### config.mk
export PLATFORM = sky130hd
export DESIGN_NAME = link_frame_encoder
export DESIGN_NICKNAME = d
export VERILOG_FILES = /design/src/rtl/lfe_pkg.sv /design/src/rtl/lfe_kind_select.sv /design/src/rtl/lfe_frame_build.sv /design/src/rtl/lfe_disparity.sv /design/src/rtl/lfe_balance.sv /design/src/rtl/link_frame_encoder.sv
export SDC_FILE = /design/constraint.sdc
export NUM_CORES = 1
export LEC_CHECK = 0
export ABC_AREA = 1
export CAP_MARGIN = 20
export CORE_AREA = 2 2 82 84
export DETAILED_ROUTE_END_ITERATION = 12
export DIE_AREA = 0 0 84 86
export GPL_TIMING_DRIVEN = 0
export PLACE_DENSITY = 0.75
export SLEW_MARGIN = 15
export SYNTH_ARGS = -nofsm -noshare
export SYNTH_HDL_FRONTEND = slang
export SYNTH_HIERARCHICAL = 1
export SYNTH_SLANG_ARGS = --single-unit
### constraint.sdc
create_clock -name clk -period 8.45 [get_ports clk]
set_input_delay 2.1125 -clock clk [delete_from_list [all_inputs] [get_ports clk]]
set_output_delay 2.1125 -clock clk [all_outputs]
set_load 0.005 [all_outputs]
### src/rtl/lfe_pkg.sv
package lfe_pkg;

   typedef enum logic [2:0] {
      FK_TRAIN_LO = 3'd0,
      FK_TRAIN_HI = 3'd1,
      FK_FILL     = 3'd2,
      FK_CTRL     = 3'd3,
      FK_DATA     = 3'd4
   } frame_kind_e;

   localparam int unsigned CF_W = 4;

   // true-polarity control field codes
   localparam logic [1:0] CF_DATA_MARK = 2'b10;
   localparam logic [1:0] CF_FLAG_IDLE = 2'b01;
   localparam logic [3:0] CF_CTRL      = 4'b1100;
   localparam logic [3:0] CF_FILL      = 4'b1110;

   // fixed top bits of a control-word field
   localparam logic [1:0] CTRL_PAD     = 2'b01;

   // signed width that holds +/- fw with margin
   function automatic int sum_width(input int fw);
      return $clog2(fw + 1) + 2;
   endfunction

endpackage

### src/rtl/lfe_kind_select.sv
module lfe_kind_select
   import lfe_pkg::*;
(
   input  logic        run_i,
   input  logic        train_hi_i,
   input  logic        ctl_n_i,
   input  logic        dat_n_i,
   output frame_kind_e kind_o
);

   always_comb begin
      if (!run_i) begin
         kind_o = train_hi_i ? FK_TRAIN_HI : FK_TRAIN_LO;
      end else if (!ctl_n_i) begin
         kind_o = FK_CTRL;
      end else if (!dat_n_i) begin
         kind_o = FK_DATA;
      end else begin
         kind_o = FK_FILL;
      end
   end

endmodule

### src/rtl/lfe_frame_build.sv
module lfe_frame_build
   import lfe_pkg::*;
#(
   parameter int DW_MAX = 20,
   parameter int DW_MIN = 16,
   localparam int FW    = DW_MAX + CF_W
)(
   input  frame_kind_e       kind_i,
   input  logic              wide_i,
   input  logic [DW_MAX-1:0] data_i,
   input  logic              flag_i,
   input  logic              flag_en_i,
   output logic [FW-1:0]     frame_o
);

   // one lane per word width; the mode input picks the lane
   for (genvar gi = 0; gi < 2; gi++) begin : g_lane
      localparam int W = (gi == 1) ? DW_MAX : DW_MIN;
      logic [W-1:0]    field;
      logic [CF_W-1:0] cf;
      logic [FW-1:0]   cand;

      always_comb begin
         field = '0;
         cf    = CF_FILL;
         case (kind_i)
            FK_DATA: begin
               field = data_i[W-1:0];
               cf    = {CF_DATA_MARK, (flag_en_i ? {flag_i, ~flag_i} : CF_FLAG_IDLE)};
            end
            FK_CTRL: begin
               field[W-3:0]   = data_i[W-3:0];
               field[W-1:W-2] = CTRL_PAD;
               cf             = CF_CTRL;
            end
            FK_FILL: begin
               for (int b = 0; b < W; b++) field[b] = ((b % 2) == 0);
            end
            FK_TRAIN_LO: field[W/2-1:0] = '1;
            FK_TRAIN_HI: field[W-1:W/2] = '1;
            default: ;
         endcase
         cand = '0;
         cand[W+CF_W-1:0] = {field, cf};
      end
   end

   assign frame_o = wide_i ? g_lane[1].cand : g_lane[0].cand;

endmodule

### src/rtl/lfe_disparity.sv
module lfe_disparity
   import lfe_pkg::*;
#(
   parameter int FW  = 24,
   parameter int NFW = 20,
   localparam int SW = sum_width(FW)
)(
   input  logic [FW-1:0]        frame_i,
   input  logic                 wide_i,
   output logic signed [SW-1:0] disp_o
);

   logic [SW-1:0] ones;
   logic [SW-1:0] act_w;

   always_comb begin
      ones = '0;
      for (int i = 0; i < FW; i++) ones = ones + SW'(frame_i[i]);
      act_w  = wide_i ? SW'(FW) : SW'(NFW);
      disp_o = $signed((ones << 1) - act_w);
   end

endmodule

### src/rtl/lfe_balance.sv
module lfe_balance
   import lfe_pkg::*;
#(
   parameter int FW  = 24,
   localparam int SW = sum_width(FW)
)(
   input  logic                 clk,
   input  logic                 rst_n,
   input  logic signed [SW-1:0] disp_i,
   output logic                 inv_o,
   output logic signed [SW-1:0] sum_o
);

   logic signed [SW-1:0] sum_q;
   logic signed [SW-1:0] sum_d;

   always_comb begin
      inv_o = ((disp_i > 0) && (sum_q > 0)) || ((disp_i < 0) && (sum_q < 0));
      sum_d = inv_o ? (sum_q - disp_i) : (sum_q + disp_i);
   end

   always_ff @(posedge clk or negedge rst_n) begin
      if (!rst_n) sum_q <= '0;
      else        sum_q <= sum_d;
   end

   assign sum_o = sum_q;

endmodule

### src/rtl/link_frame_encoder.sv
module link_frame_encoder
   import lfe_pkg::*;
#(
   parameter int DW_MAX = 20,
   parameter int DW_MIN = 16,
   localparam int FW    = DW_MAX + CF_W,
   localparam int NFW   = DW_MIN + CF_W,
   localparam int SW    = sum_width(FW)
)(
   input  logic              clk,
   input  logic              rst_n,
   input  logic              wide_i,
   input  logic              start_i,
   input  logic              train_hi_i,
   input  logic              ctl_n_i,
   input  logic              dat_n_i,
   input  logic              flag_i,
   input  logic              flag_en_i,
   input  logic [DW_MAX-1:0] data_i,
   output logic [FW-1:0]     frame_o
);

   if (DW_MAX <= DW_MIN) begin : g_bad_order
      $error("DW_MAX must exceed DW_MIN");
   end
   if ((DW_MIN < 4) || ((DW_MIN % 2) != 0) || ((DW_MAX % 2) != 0)) begin : g_bad_width
      $error("word widths must be even and at least 4");
   end

   localparam logic [FW-1:0] NARROW_MASK = {{(FW-NFW){1'b0}}, {NFW{1'b1}}};

   logic                 started_q;
   logic                 run;
   frame_kind_e          kind;
   logic [FW-1:0]        frame_true;
   logic [FW-1:0]        act_mask;
   logic [FW-1:0]        frame_d;
   logic signed [SW-1:0] disp;
   logic signed [SW-1:0] run_sum;
   logic                 inv;

   assign run = started_q | start_i;

   always_ff @(posedge clk or negedge rst_n) begin
      if (!rst_n)       started_q <= 1'b0;
      else if (start_i) started_q <= 1'b1;
   end

   lfe_kind_select u_kind (
      .run_i      (run),
      .train_hi_i (train_hi_i),
      .ctl_n_i    (ctl_n_i),
      .dat_n_i    (dat_n_i),
      .kind_o     (kind)
   );

   lfe_frame_build #(.DW_MAX(DW_MAX), .DW_MIN(DW_MIN)) u_build (
      .kind_i    (kind),
      .wide_i    (wide_i),
      .data_i    (data_i),
      .flag_i    (flag_i),
      .flag_en_i (flag_en_i),
      .frame_o   (frame_true)
   );

   lfe_disparity #(.FW(FW), .NFW(NFW)) u_disp (
      .frame_i (frame_true),
      .wide_i  (wide_i),
      .disp_o  (disp)
   );

   lfe_balance #(.FW(FW)) u_bal (
      .clk    (clk),
      .rst_n  (rst_n),
      .disp_i (disp),
      .inv_o  (inv),
      .sum_o  (run_sum)
   );

   always_comb begin
      act_mask = wide_i ? {FW{1'b1}} : NARROW_MASK;
      frame_d  = inv ? (~frame_true & act_mask) : frame_true;
   end

   always_ff @(posedge clk or negedge rst_n) begin
      if (!rst_n) frame_o <= '0;
      else        frame_o <= frame_d;
   end

endmodule

# --- Yosys cells after proc, flatten, opt, wreduce, memory -nomap -nowiden ---
# Cells that the tools add are included.
totals:
  reg_bits: 32
  in_bits: 29
  output_inout_bits: 24
classes:
  addsub: 26
  order_cmp: 4
  eq_ne: 4
  mux: 15
  n_bitwise: 4
  n_reduce_logical: 5
ops:
  columns: ["cell", "n"]
  rows:
  - ["$add A6 B1 Y6", 22]
  - ["$mux W24", 3]
  - ["$pmux W10 S4", 1]
  - ["$pmux W8 S4", 1]
  - ["$pmux W10 S3", 1]
  - ["$and A24 B24 Y24", 1]
  - ["$not A24 Y24", 1]
  - ["$pmux W8 S3", 1]
  - ["$gt A7 B1 Y1 const B", 2]
  - ["$lt A7 B1 Y1 const B", 2]
  - ["$mux W3", 3]
  - ["$add A7 B7 Y7", 1]
  - ["$mux W7", 1]
  - ["$sub A7 B5 Y7", 1]
  - ["$sub A7 B7 Y7", 1]
  - ["$eq A3 B2 Y1 const B", 2]
  - ["$pmux W3 S2", 1]
  - ["$mux W4", 1]
  - ["$eq A3 B1 Y1 const B", 1]
  - ["$eq A3 B3 Y1 const B", 1]
  - ["$logic_not A3 Y1", 1]
  - ["$add A1 B1 Y2", 1]
  - ["$logic_and A1 B1 Y1", 2]
  - ["$mux W2", 1]
  - ["other kinds (5)", 5]

# --- Depth between registers and ports, before layout ---
# Gate-level depths: netlist of run 1.
logic_depth:
  ltp_word: 35
  ltp_mapped: 44

# --- Modules after synthesis ---
# Netlist of run 1, hierarchy kept.
by_module_without_submodules:
  columns: ["mod", "n_inst", "cells_each", "area_per_inst_um2"]
  rows:
  - ["link_frame_encoder", 1, 129, 1109.8]
  - ["lfe_disparity", 1, 104, 807.0]
  - ["lfe_balance", 1, 107, 732.0]
  - ["lfe_frame_build", 1, 79, 411.6]
  - ["lfe_kind_select", 1, 8, 33.8]

# --- Worst setup path after synthesis of run 1 ---
# OpenSTA, ideal clock, no wires.
synth_path:
  kind: "input port to flip-flop"
  from: "input port start_i"
  to: "register u_bal.sum_q[6] (netlist: u_bal/sum_o[6])"
  setup_ps: 117
  t_arrival_ps: 8639
  required_ps: 8333
  slack_ps: -306
  stages: 36
  path_buffers: 1
  path_cell_list: "or2_2 > nand2_1 > inv_1 > nor2_2 > nand3_2 > nand2_4 > buf_12 > nand2_2 > nand2_1 > inv_1 > fa_1 > fa_1 > fa_1 > fa_1 > fa_1 > inv_1 > ha_1 > inv_1 > fa_1 > ha_1 > fa_1 > nand2_1 > nand2_1 > nor2_1 > nand3_2 > nand3_4 > nand2_4 > nand2_1 > nand2_1 > fa_1 > inv_1 > nor3_1 > nor2_1 > inv_1 > nand2_1 > nand2_1"
synth_lines:
  columns: ["item", "line", "text"]
  rows:
  - ["start, declared", "link_frame_encoder.sv:13", "input logic start_i,"]
  - ["$or A1 B1 Y1 (*)", "link_frame_encoder.sv:42", "assign run = started_q | start_i;"]
  - ["$mux W3 (*)", "lfe_kind_select.sv:12", "if (!run_i) begin"]
  - ["via kind[0]", "link_frame_encoder.sv:34", "frame_kind_e kind;"]
  - ["$eq A3 B3 Y1 or $eq A3 B2 Y1 (tied branches)", "lfe_frame_build.sv:26", "case (kind_i)"]
  - ["$reduce_or A2 Y1 (no line)", null, null]
  - ["$pmux W8 S3 or $pmux W10 S3 (tied branches)", "lfe_frame_build.sv:26", null]
  - ["$mux W24 (*)", "lfe_frame_build.sv:48", "assign frame_o = wide_i ? g_lane[1].cand : g_lane[0].cand;"]
  - ["via frame_true[5]", "link_frame_encoder.sv:35", "logic [FW-1:0] frame_true;"]
  - ["$add A6 B1 Y6 (*) (19 in series)", "lfe_disparity.sv:18", "for (int i = 0; i < FW; i++) ones = ones + SW'(frame_i[i]);"]
  - ["$sub A7 B5 Y7 (*)", "lfe_disparity.sv:20", "disp_o = $signed((ones << 1) - act_w);"]
  - ["via disp[4]", "link_frame_encoder.sv:38", "logic signed [SW-1:0] disp;"]
  - ["$gt A7 B1 Y1 or $lt A7 B1 Y1 (tied branches)", "lfe_balance.sv:18", "inv_o = ((disp_i > 0) && (sum_q > 0)) || ((disp_i < 0) && (sum_q < 0));"]
  - ["$logic_and A1 B1 Y1", "lfe_balance.sv:18", null]
  - ["$logic_or A1 B1 Y1 (*)", "lfe_balance.sv:18", null]
  - ["via inv", "link_frame_encoder.sv:40", "logic inv;"]
  - ["$mux W7 (*)", "lfe_balance.sv:19", "sum_d = inv_o ? (sum_q - disp_i) : (sum_q + disp_i);"]
  - ["via u_bal.sum_d[6]", "lfe_balance.sv:15", "logic signed [SW-1:0] sum_d;"]
  - ["end signal, assigned", "lfe_balance.sv:24", "else sum_q <= sum_d;"]
  - ["end, declared", "lfe_balance.sv:14", "logic signed [SW-1:0] sum_q;"]
# Mark *: on every way through the listed nets, which the timed path passes. The rest lies on a longest branch.
# A chain may end at the register's enable or synchronous reset.

# --- Worst setup path after layout of run 1 ---
layout_path:
  from: "input port start_i"
  to: "register u_bal.sum_q[6] (netlist: u_bal/sum_o[6])"
layout_lines:
  columns: ["item", "line", "text"]
  rows:
  - ["$or A1 B1 Y1 (*)", "link_frame_encoder.sv:42", null]
  - ["via run", "link_frame_encoder.sv:33", "logic run;"]
  - ["$mux W3 (*)", "lfe_kind_select.sv:12", null]
  - ["via kind[0]", "link_frame_encoder.sv:34", null]
  - ["$eq A3 B2 Y1 or $eq A3 B3 Y1 (tied branches)", "lfe_frame_build.sv:26", null]
  - ["$pmux W3 S2 (*)", "lfe_frame_build.sv:26", null]
  - ["$mux W24 (*)", "lfe_frame_build.sv:48", null]
  - ["via frame_true[2]", "link_frame_encoder.sv:35", null]
  - ["$add A6 B1 Y6 (*) (22 in series)", "lfe_disparity.sv:18", null]
  - ["$sub A7 B5 Y7 (*)", "lfe_disparity.sv:20", null]
  - ["via disp[3]", "link_frame_encoder.sv:38", null]
  - ["$gt A7 B1 Y1 or $lt A7 B1 Y1 (tied branches)", "lfe_balance.sv:18", null]
  - ["$logic_and A1 B1 Y1", "lfe_balance.sv:18", null]
  - ["$logic_or A1 B1 Y1", "lfe_balance.sv:18", null]
  - ["$mux W7 (*)", "lfe_balance.sv:19", null]
  - ["via u_bal.sum_d[6]", "lfe_balance.sv:15", null]
# Marked as above.

==> impl_metrics.ini, run 1 <==
[placement]
dp_hpwl_um = 5255
pre_cts_slack_ns = -1.091
portBuffers = 52
dpl-instance-area_um2 = 3792
place.gp.congestion = 0.8478

[detailed_routing]
wl_per_cell_um = 11.95
drc_errors = 0
drt_iter0_drc = 88
num_vias = 2818
wirelength_um = 7063
detail-route-antenna-nets = 0
drtPass1Iterations = 4
vias_per_cell = 4.768

[clocking]
clk_pin_slew_ns = 0.08
clk_path_buf_depth = 2
clk_latency_ns = 0.29
cts_tree = built
cts_root_buffer = clkbuf_8
cts_inserted_buffers = 5
cts_max_level = 2
clock-sinks = 32

[sta]
worst_pin_slew_ns = 0.7172
fin_crit_ns = 8.518
finalMaxSlewViolations = 0
rsz0062_at_grt = true
max_slew_margin_pct = 52.19
period_share_pct = 100.8
setup_ws_ns = -0.06759
finalHoldViolations = 0
setup_viol = 2
tns_ns = -0.08339
fmaxAchievable_mhz = 117.4
clock_skew_ns = 0.01128

[final_layout]
postLayoutCellArea_um2 = 4338
finalNetCount = 576
antenna_cells = 0
drive_gt1_share_pct = 29.38
seqCellArea_um2 = 800.8
nFillCells = 493
multi_input_comb_area_um2 = 2077
area_growth_pct = 40.19
final_util_pct = 69.11

[worst_hold_path]
hp-start = started_q
whs_path_depth = 1
hold_end = started_q
min_path_type = reg -> reg

[grt]
grt_pass1_vias = 2846
grt_overflow = 0
grt_pass1_wl_um = 12170
grt_usage_pct = 20.92
antenna_found_initial = 0
grt_max_degree = 33

[critical_path]
cp.arrival_ns = 8.71
end_kind = flop
rr_worst_depth = 37
critPathKind = in -> reg
slowest_stage = fa_1
slowest_delay_ns = 0.55
reg2reg_setup_slack_ns = 1.48
start_kind = input pin
cpMostUsedCell = nand2_1
r2r_end = u_bal/sum_o[6]
r2r_start = started_q
crit_fanout = 8
critPathRequiredTime_ns = 8.64

[logic_synthesis]
seq_area_frac_synth_pct = 25.88
ys_types = 35
synth.top_cells.by_area = dfrtp_1, nand2_1, fa_1, inv_1, ha_1
synth_area_leader_cell = dfrtp_1
synth_top_area_share_pct = 25.88
ys_seq_elements = 32
yosysWarnings = 6
syn-instance-count = 427
syn_area_um2 = 3094
synth.avg_cell_area_um2 = 7.246
syn_nets = 490

[die]
initial_core_util_pct = 49.29
boundaryPins = 53
fp.dieArea_um2 = 7224
core_area_um2 = 6277
std_cell_rows = 29
die_h_um = 86
die_w_um = 84

[job]
cap_violations = 0

[outcome]
violations = negative setup slack
status = complete, but fails checks
worst max-delay path, delay by kind of cell:
family	cells	cell delay (ns)
fa+ha+maj	10	4.14
simple gates	20	1.88
buf+inv	8	0.55
logic make-up after synthesis:
logic type / count (synthesis) / synth area share (%)
AO/OA/AOI/OAI: 19 / 3.761
XOR/XNOR: 5 / 1.416
adder cells (fa/ha/maj): 34 / 18.36
buffers and inverters: 113 / 16.38
flip-flops: 32 / 25.88
other: 2 / 0.2427
AND/OR/NAND/NOR: 222 / 33.97
worst max path at each step:
| stage | endpoint | slack, ns | start | cells after the start |
|---|---|---|---|---|
| finish | u_bal/sum_o[6] | -0.07 | start_i | 38 |
| global route | u_bal/sum_o[6] | -0.32 | start_i | 39 |
| CTS | u_bal/sum_o[6] | -0.06 | start_i | 36 |
| detailed placement | u_bal/sum_o[6] | -1.09 | start_i | 40 |
| global placement | u_bal/sum_o[6] | -0.95 | start_i | 36 |
| floorplan | u_bal/sum_o[6] | -0.05 | start_i | 37 |
state kept, by name (all words and copies together) (netlist names):
signal and cells:
frame_o 24, started_q 1, u_bal/sum_o 7
through the flow:
step,hold slack (ns),std cells
2_1_floorplan,0.4383,427
3_3_place_gp,0.4541,556
3_5_place_dp,0.4530,556
4_1_cts,0.4726,584
5_1_grt,0.5046,591
6_report,0.4764,591
cells in the final DEF (no fill, tap or decap), types with 3 or more instances in the layout:
cell type        count
clkdlybuf4s50_1     47
nor2_2               4
nand2_1            118
ha_4                 6
inv_1               84
fa_1                16
inv_2               18
ha_1                 9
a21oi_1              5
nor2_1               8
nand2_4              9
clkbuf_8             7
xor2_1               3
nor2_4               7
o21ai_1              4
dfrtp_1             32
dlygate4sd2_1        3
buf_6                5
buf_4               26
fa_2                 3
nand3_4              4
nand3_1             23
nand2_2             40
metal layers:
layer	track usage (%)	up-vias	share of wire [%]
li1	-	1417	-
met1	24.44	1328	42
met2	38.91	60	53
met3	3.272	13	3.2
met4	7.478	0	2.1
met5	0	-	0
cell type report:
type,instances,area share (%)
buffer,8,2.423
clock buffer,5,1.586
multi-input combinational,282,47.88
timing repair buffer,79,17.13
clock inverter,3,0.9807
inverter,105,9.316
tap,77,2.221
sequential,32,18.46
cell usage after synthesis, drive strengths merged:
cell / number
xnor2: 2
fa: 19
o21ai: 8
nand4: 2
nand3b: 3
inv: 104
nor3: 1
clkbuf: 2
nand2: 168
clkinv: 1
buf: 6
ha: 15
o21bai: 2
conb: 2
or2: 2
a31oi: 1
xor2: 3
nor2: 19
dfrtp: 32
nand3: 27
a21oi: 8
what timing repair did:
| action | in CTS | in global routing |
|---|---|---|
| buffers inserted | 19 | 7 |
| pin swaps | 31 | 8 |
| setup endpoints to repair | 30 | 20 |
| cloned | 1 | 0 |
| resized for setup | 44 | 23 |
| hold buffers | 0 | 0 |
Power of run 1 is not shown: default switching activity piles up to over one toggle a cycle in this logic, so the estimate is an artifact.
==> inputs of run 2 (changes only) <==
--- a/config.mk
+++ b/config.mk
@@ -12,7 +12,7 @@
 export DIE_AREA = 0 0 84 86
 export GPL_TIMING_DRIVEN = 0
 export PLACE_DENSITY = 0.75
-export SLEW_MARGIN = 15
+export SLEW_MARGIN = 0
 export SYNTH_ARGS = -nofsm -noshare
 export SYNTH_HDL_FRONTEND = slang
 export SYNTH_HIERARCHICAL = 1
==> results of run 2 <==
Final layout, timing and power as in run 1 (identical DEF).
Power of run 2 is left out for the same reason.
